## src/rtl/radix_ctr_pkg.sv

```systemverilog
// radix_ctr_pkg: elaboration-time helpers shared by the radix counter.
// Assumes radix values of 2 or more; widths are computed, not tabulated.
package radix_ctr_pkg;

    // Bits needed to store one digit of the given radix.
    function automatic int digit_width(input int radix);
        int w;
        w = 1;
        while ((1 << w) < radix) w++;
        return w;
    endfunction

    // Smallest digit count whose range covers every value of nbits bits.
    function automatic int digits_for_bits(input int radix, input int nbits);
        logic [95:0] v;
        int n;
        v = (96'd1 << nbits) - 96'd1;
        n = 0;
        while (v != 96'd0) begin
            v = v / 96'(radix);
            n++;
        end
        return (n < 1) ? 1 : n;
    endfunction

endpackage

```

## src/rtl/radix_digit_cell.sv

```systemverilog
// radix_digit_cell: one stored digit of the counter.
// Holds a digit below RADIX, loads it (with illegal values forced to 0),
// or steps it with a carry input. Also registers a flag telling whether
// the stored digit is at RADIX-1, so the carry logic reads only flops.
module radix_digit_cell #(
    parameter int RADIX = 3,
    parameter int DW    = 2
) (
    input  logic          clk,
    input  logic          rst_n,
    input  logic          load_i,
    input  logic [DW-1:0] load_val_i,
    input  logic          carry_i,
    output logic [DW-1:0] digit_o,
    output logic          at_max_o,
    output logic          bad_o
);
    localparam logic [DW:0]   RADIX_EXT = (DW+1)'(RADIX);
    localparam logic [DW-1:0] TOP_DIGIT = DW'(RADIX - 1);

    logic [DW-1:0] digit_q;
    logic [DW-1:0] digit_d;
    logic          at_max_q;

    // Flag a start digit that does not belong to this radix.
    always_comb bad_o = ({1'b0, load_val_i} >= RADIX_EXT);

    // Select the next digit: load, step with wrap, or hold.
    always_comb begin
        if (load_i)
            digit_d = bad_o ? '0 : load_val_i;
        else if (carry_i)
            digit_d = (digit_q == TOP_DIGIT) ? '0 : digit_q + DW'(1);
        else
            digit_d = digit_q;
    end

    // Store the digit and its at-maximum flag.
    always_ff @(posedge clk) begin
        if (!rst_n) begin
            digit_q  <= '0;
            at_max_q <= 1'b0;
        end else begin
            digit_q  <= digit_d;
            at_max_q <= (digit_d == TOP_DIGIT);
        end
    end

    assign digit_o  = digit_q;
    assign at_max_o = at_max_q;
endmodule

```

## src/rtl/radix_digit_segment.sv

```systemverilog
// radix_digit_segment: a group of CNT digit cells with a local carry chain.
// The carry into the group comes from the top level. The group reports
// whether all its digits sit at RADIX-1, which allows the carry between
// groups to skip the group. Assumes CNT of 1 or more.
module radix_digit_segment #(
    parameter int RADIX = 3,
    parameter int DW    = 2,
    parameter int CNT   = 4
) (
    input  logic              clk,
    input  logic              rst_n,
    input  logic              load_i,
    input  logic [CNT*DW-1:0] load_digits_i,
    input  logic              carry_i,
    output logic [CNT*DW-1:0] digits_o,
    output logic              all_max_o,
    output logic              any_bad_o
);
    logic [CNT-1:0] at_max;
    logic [CNT-1:0] bad;
    logic [CNT:0]   carry;

    // Ripple the carry through registered at-maximum flags only.
    always_comb begin
        carry[0] = carry_i;
        for (int k = 0; k < CNT; k++)
            carry[k+1] = carry[k] & at_max[k];
    end

    genvar k;
    generate
        for (k = 0; k < CNT; k++) begin : g_cell
            radix_digit_cell #(.RADIX(RADIX), .DW(DW)) u_cell (
                .clk        (clk),
                .rst_n      (rst_n),
                .load_i     (load_i),
                .load_val_i (load_digits_i[k*DW +: DW]),
                .carry_i    (carry[k]),
                .digit_o    (digits_o[k*DW +: DW]),
                .at_max_o   (at_max[k]),
                .bad_o      (bad[k])
            );
        end
    endgenerate

    // Summarise the group for the carry between groups and for the error flag.
    always_comb begin
        all_max_o = &at_max;
        any_bad_o = |bad;
    end
endmodule

```

## src/rtl/radix_digit_counter.sv

```systemverilog
// radix_digit_counter: loadable up-counter held as base-RADIX digits.
// The digits are split into segments of SEG_DIGITS. The carry into a
// segment is the enable ANDed with the registered all-maximum flags of the
// lower segments, so no digit adder lies on the carry path. The default
// digit count covers every 72-bit value. RADIX is expected to be a prime
// from 2 to 17, but any value of 2 or more works.
module radix_digit_counter
    import radix_ctr_pkg::*;
#(
    parameter int  RADIX      = 3,
    parameter int  NUM_DIGITS = digits_for_bits(RADIX, 72),
    parameter int  SEG_DIGITS = 8,
    localparam int DW         = digit_width(RADIX),
    localparam int VW         = NUM_DIGITS * DW
) (
    input  logic          clk,
    input  logic          rst_n,
    input  logic          load_i,
    input  logic [VW-1:0] load_digits_i,
    input  logic          inc_en_i,
    output logic [VW-1:0] count_o,
    output logic          wrap_o,
    output logic          load_err_o
);
    localparam int NSEG = (NUM_DIGITS + SEG_DIGITS - 1) / SEG_DIGITS;

    logic [NSEG-1:0] seg_carry;
    logic [NSEG-1:0] seg_all_max;
    logic [NSEG-1:0] seg_bad;
    logic            roll_over;
    logic            wrap_q;
    logic            err_q;

    // Carry between segments: the enable passes only the groups below that are at maximum.
    always_comb begin
        logic run;
        run = inc_en_i & ~load_i;
        for (int g = 0; g < NSEG; g++) begin
            seg_carry[g] = run;
            run          = run & seg_all_max[g];
        end
        roll_over = run;
    end

    genvar g;
    generate
        for (g = 0; g < NSEG; g++) begin : g_seg
            localparam int LO  = g * SEG_DIGITS;
            localparam int CNT = ((NUM_DIGITS - LO) < SEG_DIGITS) ?
                                 (NUM_DIGITS - LO) : SEG_DIGITS;
            radix_digit_segment #(.RADIX(RADIX), .DW(DW), .CNT(CNT)) u_seg (
                .clk           (clk),
                .rst_n         (rst_n),
                .load_i        (load_i),
                .load_digits_i (load_digits_i[LO*DW +: CNT*DW]),
                .carry_i       (seg_carry[g]),
                .digits_o      (count_o[LO*DW +: CNT*DW]),
                .all_max_o     (seg_all_max[g]),
                .any_bad_o     (seg_bad[g])
            );
        end
    endgenerate

    // Register the wrap pulse and the sticky load-error flag.
    always_ff @(posedge clk) begin
        if (!rst_n) begin
            wrap_q <= 1'b0;
            err_q  <= 1'b0;
        end else begin
            wrap_q <= roll_over;
            if (load_i)
                err_q <= |seg_bad;
        end
    end

    assign wrap_o     = wrap_q;
    assign load_err_o = err_q;
endmodule

```

## config.mk

```make
export PLATFORM = sky130hd
export DESIGN_NAME = radix_digit_counter
export DESIGN_NICKNAME = d
export VERILOG_FILES = /design/src/rtl/radix_ctr_pkg.sv /design/src/rtl/radix_digit_cell.sv /design/src/rtl/radix_digit_segment.sv /design/src/rtl/radix_digit_counter.sv
export SDC_FILE = /design/constraint.sdc
export NUM_CORES = 1
export LEC_CHECK = 0
export BUFFER_PORTS_ARGS = -buffer_cell sky130_fd_sc_hd__buf_4
export CAP_MARGIN = 25
export CORE_UTILIZATION = 43
export DETAILED_ROUTE_END_ITERATION = 10
export PLACE_DENSITY = 0.65
export SETUP_SLACK_MARGIN = 0.15
export SYNTH_ARGS = -nofsm -noshare
export SYNTH_HDL_FRONTEND = slang
export SYNTH_SLANG_ARGS = --single-unit
```

## constraint.sdc

```tcl
create_clock -name clk -period 4.2 [get_ports clk]
set_input_delay 0 -clock clk [delete_from_list [all_inputs] [get_ports clk]]
set_output_delay 0 -clock clk [all_outputs]
set_load 0.1 [all_outputs]
```

==> results.ini, run 1 <==
[run_status]
status = finished clean

[global_routing]
gr-usage-all-layers_pct = 28.2
antenna_found_initial = 0
grt_start_max_net_pins = 60
grt_pass1_wl_um = 35900
grt_pass1_vias = 6967
grt-ovfl-total = 0

[die]
die_w_um = 129
initial_core_util_pct = 44.0
ioPinCount = 190
core-area_mm2 = 0.0158
rows = 46
die-area_mm2 = 0.0167
die_y_um = 129

[logic_synthesis]
synthMuxAreaShare_pct = 2.17
synth-xor-area-share_pct = 0
ys.warnings.count = 0
synth_top_family_by_area = simple AND/OR/NAND/NOR gates
yosys.area_share.simple_pct = 27.1
synth-seq-cells = 140
synth-compound-area-share_pct = 24.8
synthAdderAreaFrac_pct = 0
synth_flop_cell = dfxtp_1
yosys-top-cells-area = dfxtp_1, a21oi_1, nand2_1
async_flop_share_pct = 0
syn_avg_cell_area_um2 = 7.83
synth_cell_types = 62
synth.cell_area_mm2 = 0.00697
ys_seq_area_share_pct = 40.2
synth_nets = 986
syn-instance-count = 890
netlist.area_leader.share_pct = 40.2
synth_edf_count = 0
yosysTopAreaCell = dfxtp_1

[setup_path]
crit_start = g_seg[1].u_seg.g_cell[4].u_cell.at_max_o
reg2reg_depth = 8
crit_required_ns = 4.51
reg2reg_to = g_seg[5].u_seg.g_cell[0].u_cell.digit_o[0]
cp_max_fo = 12
r2r_start = g_seg[1].u_seg.g_cell[4].u_cell.at_max_o
cp.arrival_ns = 3.19
cp-endpoint = g_seg[5].u_seg.g_cell[0].u_cell.digit_o[0]
crit_path_start_kind = register
critPathCaptureType = register
path_class = reg -> reg
rrSetupSlack_ns = 1.32

[route]
wl_per_cell_um = 16.8
drt-total-wl_um = 23400
ant_nets = 0
num_vias = 7794
vias_per_cell = 5.58
first_pass_iters = 5
drc_errors = 0
drt_iter0_drc = 611

[sta]
skew_ns = 0.00691
drv_slew = 0
setup_viol = 0
min_period_ns = 2.88
final.setup.tns_ns = 0
max_freq_mhz = 347
fin_ws_ns = 1.32
period_share_pct = 68.6
slew_headroom_pct = 56.0
hold_ws_ns = 0.0176
hold_violations = 0
grt_setup_unrepaired = no
worstMarginPinSlew_ns = 0.659

[clocking]
clock-sinks = 140
cts_tree = yes
htreeDepth = 4
clk_pin_slew_worst_paths_ns = 0.06
root_buffer = clkbuf_16
clock_latency_ns = 0.42
cts_setup_buffers = 0
clock_path_buffers = 2
cts_buffers = 17

[layout]
syn2layout_area_growth_pct = 46.3
final_cell_area_mm2 = 0.0102
fin_cells = 1397
diodes = 0
drive_gt1_share_pct = 20.7
final_util_pct = 64.4
final_nets = 1265

[power_and_ir_drop]
pwr_density_cell_mw_per_mm2 = 386
power_mw = 3.94
leakagePower_nw = 4.31
vdd_drop_max_mv = 0.311

[placed_design]
gp_congestion = 0.845
place_area_mm2 = 0.00856
post-place-ws_ns = 1.49
dp_hpwl_um = 16300
portBuffers = 189
dp_cells = 1264

[job]
drv_cap = 0

[hold_path]
hold_path_class = in -> reg

## kinds of logic (layout without fill, tap and decap cells)
family / Yosys count / after routing
AND/OR/NAND/NOR: 353 / 353
AO/OA/AOI/OAI: 280 / 280
flip-flops: 140 / 140
buffers and inverters: 102 / 393
multiplexers: 15 / 15
## power breakdown
group | internal (mW) | switching (mW)
clock | 1.01 | 0.569
sequential | 1.41 | 0.0758
combinational | 0.285 | 0.598
## what timing repair did
item                      in CTS  in global routing
hold endpoints to repair     105                  0
resized for setup              0                  0
hold buffers                 102                  0
## worst min path at each step
| stage | start | endpoint | slack [ns] | cells after the start |
|---|---|---|---|---|
| 2_1_floorplan | load_digits_i[68] | g_seg[4].u_seg.g_cell[2].u_cell.at_max_o | 0.09 | 1 |
| 3_3_place_gp | load_digits_i[51] | g_seg[3].u_seg.g_cell[1].u_cell.digit_o[0] | 0.23 | 2 |
| 3_5_place_dp | load_digits_i[67] | g_seg[4].u_seg.g_cell[1].u_cell.digit_o[0] | 0.23 | 2 |
| 4_1_cts | load_digits_i[39] | g_seg[2].u_seg.g_cell[3].u_cell.digit_o[1] | 0.0009 | 5 |
| 5_1_grt | load_digits_i[46] | g_seg[2].u_seg.g_cell[7].u_cell.digit_o[1] | 0.04 | 4 |
| 6_report | load_digits_i[55] | g_seg[3].u_seg.g_cell[3].u_cell.at_max_o | 0.02 | 5 |
## routing by layer
| metal | share of wire [%] | global-route usage [%] |
|---|---|---|
| met1 | 46 | 37.7 |
| met2 | 45 | 44.2 |
| met3 | 6.6 | 5.24 |
| met4 | 2.8 | 12.9 |
| met5 | 0 | 0 |
## synth_stat cells, types with 15 or more instances
cell / count
a31oi_1: 18
inv_1: 64
a21oi_1: 100
nor2b_1: 15
dfxtp_1: 140
or3_1: 17
nor3_1: 31
nand4_1: 22
nand2_1: 99
nand3_1: 24
nor2_1: 53
o21ai_0: 69
clkbuf_1: 31
## critical path: stages (launching register included)
cell	delay, ns
dfxtp_1	0.35
nand4_1	0.35
nor3_1	0.29
buf_4	0.22
and3_1	0.51
nand2_1	0.18
a21oi_1	0.18
o32ai_1	0.09
dlygate4sd3_1	0.59
## layout make-up
class                      instances  area [um^2]
clock buffer                      24          502
clock inverter                     7          110
fill                            1381         5630
inverter                          65          244
multi-input combinational        648         3770
sequential                       140         2800
tap                              216          270
timing repair buffer             297         2500
## placed cells by master (no fill, tap or decap), types with 6 or more instances in the layout
master	count
or3_1	17
a221oi_1	8
a211oi_1	12
o31a_1	7
nand3_1	24
a311oi_1	14
and2_1	14
mux2i_1	14
nor3_1	31
a22o_1	8
buf_4	194
a21oi_1	100
clkbuf_16	17
o21ai_0	69
nor2_1	53
nand2_1	99
inv_1	64
nand3b_1	9
dlygate4sd3_1	102
and3_1	14
o21a_1	6
a31oi_1	18
dfxtp_1	140
or2_2	11
o32ai_1	7
nor2b_1	15
nor3b_1	10
nand4_1	22
## flip-flops by register name, indices dropped and copies added (netlist names)
register                            flops
g_seg.u_seg.g_cell.u_cell.digit_o      92
load_err_o                              1
g_seg.u_seg.g_cell.u_cell.at_max_o     46
wrap_o                                  1
No activity file was read; power rests on OpenSTA's default activity.
==> run 2, diff against run 1 <==
clock period = 3 ns   (was 4.2 ns; I/O delays follow)
==> run 2 against run 1 <==
Effect of this change:
- clock-buffer cell count decreased by 2
- cell count increased by 0.64%
- final area increased by 0.32%
- global-route usage increased by 0.47 points
- wire length increased by 1.1%
- power increased by 36%
- register-to-register slack got worse by 1.0 ns
- largest power group is now registers
- clock skew about the same
- non-clock buffer count increased by 9
- combinational power increased by 40%
- via count about the same
- critical path depth increased by 1
==> results.ini, run 2 (synthesized netlist as in run 1, its figures left out) <==
[run_status]
status = finished clean

[layout]
drive_gt1_share_pct = 21.1
layout_commonest_cell = buf_4
syn2layout_area_growth_pct = 46.8
diodes = 0
layout_common_cells = buf_4, dfxtp_1, dlygate4sd3_1
largest_reg_flops = 92
layout.filler_cells = 1429
final_nets = 1274

[setup_path]
critPathCaptureType = register
cp_max_fo = 13
crit_family = buffers and inverters
critPathMaxStageDelay_ns = 0.54
rrSetupSlack_ns = 0.28
crit_required_ns = 3.31
path_class = reg -> reg
path_buf_inv = 3
crit_path_start_kind = register
crit_chain = nand4_1 > nor4_4 > buf_4 > buf_6 > and4_2 > mux2i_1 > nor2_1 > o2111a_1 > dlygate4sd3_1
cp.arrival_ns = 3.03
slowest_stage = dlygate4sd3_1

[route]
drt-total-wl_um = 23700
drc_errors = 0
drt_iter0_drc = 613
wl_per_cell_um = 16.9
first_pass_iters = 6
vias_per_cell = 5.54
ant_nets = 0
num_vias = 7787

[global_routing]
grt-ovfl-total = 0
grt_pass1_wl_um = 36600
grt_pass1_vias = 7150
gr-usage-all-layers_pct = 28.7
antenna_found_initial = 0
grt_start_max_net_pins = 80

[power_and_ir_drop]
leakagePower_nw = 4.33
vdd_drop_max_mv = 0.427
power_mw = 5.36
pwr_density_cell_mw_per_mm2 = 524

[sta]
min_period_ns = 2.72
period_share_pct = 90.6
setup_viol = 0
worstMarginPinSlew_ns = 0.815
final.setup.tns_ns = 0
grt_setup_unrepaired = no
drv_slew = 0
skew_ns = 0.00657
hold_violations = 0
slew_headroom_pct = 45.7
max_freq_mhz = 368

[clocking]
clock_latency_ns = 0.42
clock_path_buffers = 2
cts_buffers = 17
cts_tree = yes
clock-sinks = 140
htreeDepth = 4
root_buffer = clkbuf_16
clk_pin_slew_worst_paths_ns = 0.06

[die]
die-area_mm2 = 0.0167
initial_core_util_pct = 44.0
die_w_um = 129
core-area_mm2 = 0.0158
ioPinCount = 190
die_y_um = 129
rows = 46

[job]
drv_cap = 0

[placed_design]
dp_hpwl_um = 16200
portBuffers = 189
gp_congestion = 0.845

[hold_path]
hold_path_class = in -> reg

[run 2: cell count changes in the layout (fill, tap and decap cells not counted)]
cell and delta:
clkbuf_1 +1, buf_6 +1, clkinv_2 +3, and4_2 +1, bufinv_16 -1, nand3_1 -1
nand3_2 +1, dlygate4sd3_1 +3, and4_1 -1, buf_4 +5, clkbuf_8 -3
[run 2: path summary, 6_finish.rpt]
| path | cells past startpoint | startpoint | to |
|---|---|---|---|
| min | 5 | load_digits_i[19] | g_seg[1].u_seg.g_cell[1].u_cell.digit_o[1] |
| min reg2reg | 1 | g_seg[5].u_seg.g_cell[5].u_cell.at_max_o | wrap_o |
| max | 9 | g_seg[0].u_seg.g_cell[6].u_cell.at_max_o | g_seg[4].u_seg.g_cell[3].u_cell.at_max_o |
| max reg2reg | 9 | g_seg[0].u_seg.g_cell[6].u_cell.at_max_o | g_seg[4].u_seg.g_cell[3].u_cell.at_max_o |
[run 2: where the power goes]
group | switching, mW | internal [mW] | total [mW]
Sequential | 0.107 | 1.97 | 2.07
Clock | 0.789 | 1.25 | 2.04
Combinational | 0.840 | 0.403 | 1.24
[run 2: area by class of cell]
type	instances	area, um^2	area share (%)
multi-input cells	648	3770	36.9
well taps	216	270	2.64
inverters	65	244	2.39
clock inverters	9	95.1	0.930
flip-flops and latches	140	2800	27.4
repair buffers	306	2580	25.2
clock buffers	22	464	4.54
[run 2: tightest hold or removal path, delay by kind of cell]
| family | cells | cell delay (ns) |
|---|---|---|
| AOI/OAI and AO/OA | 2 | 0.14 |
| and+or+nand+nor | 1 | 0.09 |
| buffers and inverters | 2 | 0.16 |
[run 2: per-layer routing]
layer	track usage (%)	wire length, um
met1	37.2	10500
met2	47.4	11000
met3	6.11	1840
met4	9.34	400
met5	0	0
[run 2: repair_timing]
item	CTS	global route
gates resized for setup	0	3
hold endpoints to repair	110	0
setup buffers	0	3
hold buffers	105	0
setup endpoints to repair	0	3
[run 2: through the flow]
| stage | utilization (%) | instances | instance area, um^2 | setup WS (ns) | hold WS (ns) |
|---|---|---|---|---|---|
| after floorplan | - | 890 | 6970 | 0.979 | 0.0903 |
| after global placement | 54.2 | 1267 | 8580 | 0.613 | 0.225 |
| after detailed placement | 54.2 | 1267 | 8580 | 0.531 | 0.226 |
| after CTS | 64.4 | 1403 | 10200 | 0.174 | 0.00119 |
| after global routing | 64.6 | 1406 | 10200 | 0.137 | 0.0206 |
| final | 64.6 | 1406 | 10200 | 0.282 | 0.0151 |
==> run 3, diff against run 2 <==
ABC_CLOCK_PERIOD_IN_PS = 3000   (was default)
CORE_UTILIZATION = 30   (was 43)
PLACE_DENSITY = 0.48   (was 0.65)
==> run 3 against run 2 <==
Effect of this change:
- final area rose by 0.92%
- setup slack improved by 0.0053 ns
- critical path depth unchanged
- power is 0.99% higher
- core utilization fell by 19 points
- maximum frequency is 0.19% higher
- die area grew 43%
- sequential share of layout area down 0.24 points
- combinational power about the same
- critical endpoint unchanged
- flip-flop and latch count did not move
==> results.ini, run 3 (synthesized netlist as in run 1, its figures left out) <==
[die]
ioPinCount = 190
die_y_um = 154
initial_core_util_pct = 30.7
rows = 55
core-area_mm2 = 0.0227
die-area_mm2 = 0.0238
die_w_um = 154

[sta]
period_share_pct = 90.4
grt_setup_unrepaired = no
drv_slew = 0
setup_viol = 0
hold_violations = 0
final.setup.tns_ns = 0
slew_headroom_pct = 53.4
skew_ns = 0.0107
worstMarginPinSlew_ns = 0.698
max_freq_mhz = 369
min_period_ns = 2.71

[setup_path]
cp.arrival_ns = 3.02
r2r_start = g_seg[0].u_seg.g_cell[6].u_cell.at_max_o
crit_path_start_kind = register
crit_start = g_seg[0].u_seg.g_cell[6].u_cell.at_max_o
cp_max_fo = 14
critPathCaptureType = register
crit_chain = nand4_1 > nor4_4 > buf_4 > buf_6 > and4_2 > mux2i_1 > nor2_1 > o2111a_1 > dlygate4sd3_1
crit_required_ns = 3.31
path_class = reg -> reg
slowest_stage = dlygate4sd3_1
critPathMaxStageDelay_ns = 0.55

[hold_path]
hold_path_class = in -> reg
hp-start = load_digits_i[10]

[layout]
layout_commonest_cell = buf_4
final_nets = 1271
layout.filler_cells = 2313
multi_input_area_mm2 = 0.00378
drive_gt1_share_pct = 21.6
ff_latch_area_mm2 = 0.00280
layout_common_cells = buf_4, dfxtp_1, dlygate4sd3_1
syn2layout_area_growth_pct = 48.2
fin_cells = 1472
largest_reg_flops = 92
diodes = 0

[route]
vias_per_cell = 5.20
drt_iter0_drc = 366
drc_errors = 0
wl_per_cell_um = 17.4
drt-total-wl_um = 25700
ant_nets = 0
num_vias = 7649
first_pass_iters = 4

[clocking]
clock_latency_ns = 0.42
clk_pin_slew_worst_paths_ns = 0.06
clock_path_buffers = 2
cts_buffers = 17
root_buffer = clkbuf_16
cts_tree = yes
clock-sinks = 140
htreeDepth = 4

[global_routing]
grt_pass1_vias = 7105
grt_start_max_net_pins = 116
gr-usage-all-layers_pct = 21.6
grt_pass1_wl_um = 39400
grt-ovfl-total = 0
antenna_found_initial = 1

[power_and_ir_drop]
pwr_density_cell_mw_per_mm2 = 524
leakagePower_nw = 4.31
vdd_drop_max_mv = 0.265

[placed_design]
dp_cells = 1338
portBuffers = 189
gp_congestion = 0.790
dp_hpwl_um = 18500

[run_status]
status = finished clean

[job]
drv_cap = 0

## run 3: power breakdown
part	leakage, nW	internal, mW	switching [mW]
Combinational	2.88	0.403	0.845
Clock	0.278	1.26	0.828
Sequential	1.15	1.97	0.108
Total	4.31	3.63	1.78
## run 3: worst max-delay path: cells and delay by family, from the launching register on
family	cells	cell delay, ns
AO/OA/AOI/OAI	1	0.25
AND/OR/NAND/NOR	4	0.88
multiplexers	1	0.19
buffers and inverters	3	0.90
flip-flops	1	0.38
## run 3: area by class of cell
type                       instances  area share [%]
clock buffer                      20            4.43
clock inverter                    11            1.16
inverter                          65            2.36
multi-input combinational        648            36.6
sequential                       140            27.2
tap                              285            3.46
timing repair buffer             303            24.8
## run 3: stage by stage
step	power (mW)	hold WS, ns	utilization, %	setup slack (ns)	cell area [um^2]
after floorplan	2.88	0.0903	-	0.979	6970
after global placement	3.26	0.225	38.3	0.581	8700
after detailed placement	3.26	0.229	38.3	0.514	8700
after CTS	5.46	0.00718	45.3	0.173	10300
after global routing	5.63	0.0306	45.4	0.166	10300
final	5.41	0.0242	45.4	0.288	10300
## run 3: worst paths after layout
path | end | slack (ns) | cells after the start
worst max-delay path | g_seg[4].u_seg.g_cell[3].u_cell.at_max_o | 0.29 | 9
worst min-delay path | g_seg[0].u_seg.g_cell[5].u_cell.digit_o[1] | 0.02 | 4
worst max register to register | g_seg[4].u_seg.g_cell[3].u_cell.at_max_o | 0.29 | 9
worst min register to register | wrap_o | 0.47 | 1
## run 3: repair_timing
action | in CTS | in global routing
endpoints found under the hold margin | 104 | 0
setup buffers | 0 | 1
resized for setup | 0 | 6
endpoints found under the setup margin | 0 | 3
hold buffers | 102 | 0
## run 3: metal layers
| layer | track usage, % | up-vias | part of all wire [%] |
|---|---|---|---|
| met5 | 0 | - | 0.035 |
| met4 | 7.87 | 2 | 1.8 |
| met3 | 3.47 | 22 | 4.2 |
| met2 | 35.5 | 188 | 46 |
| met1 | 28.7 | 3611 | 47 |
| li1 | - | 3826 | - |
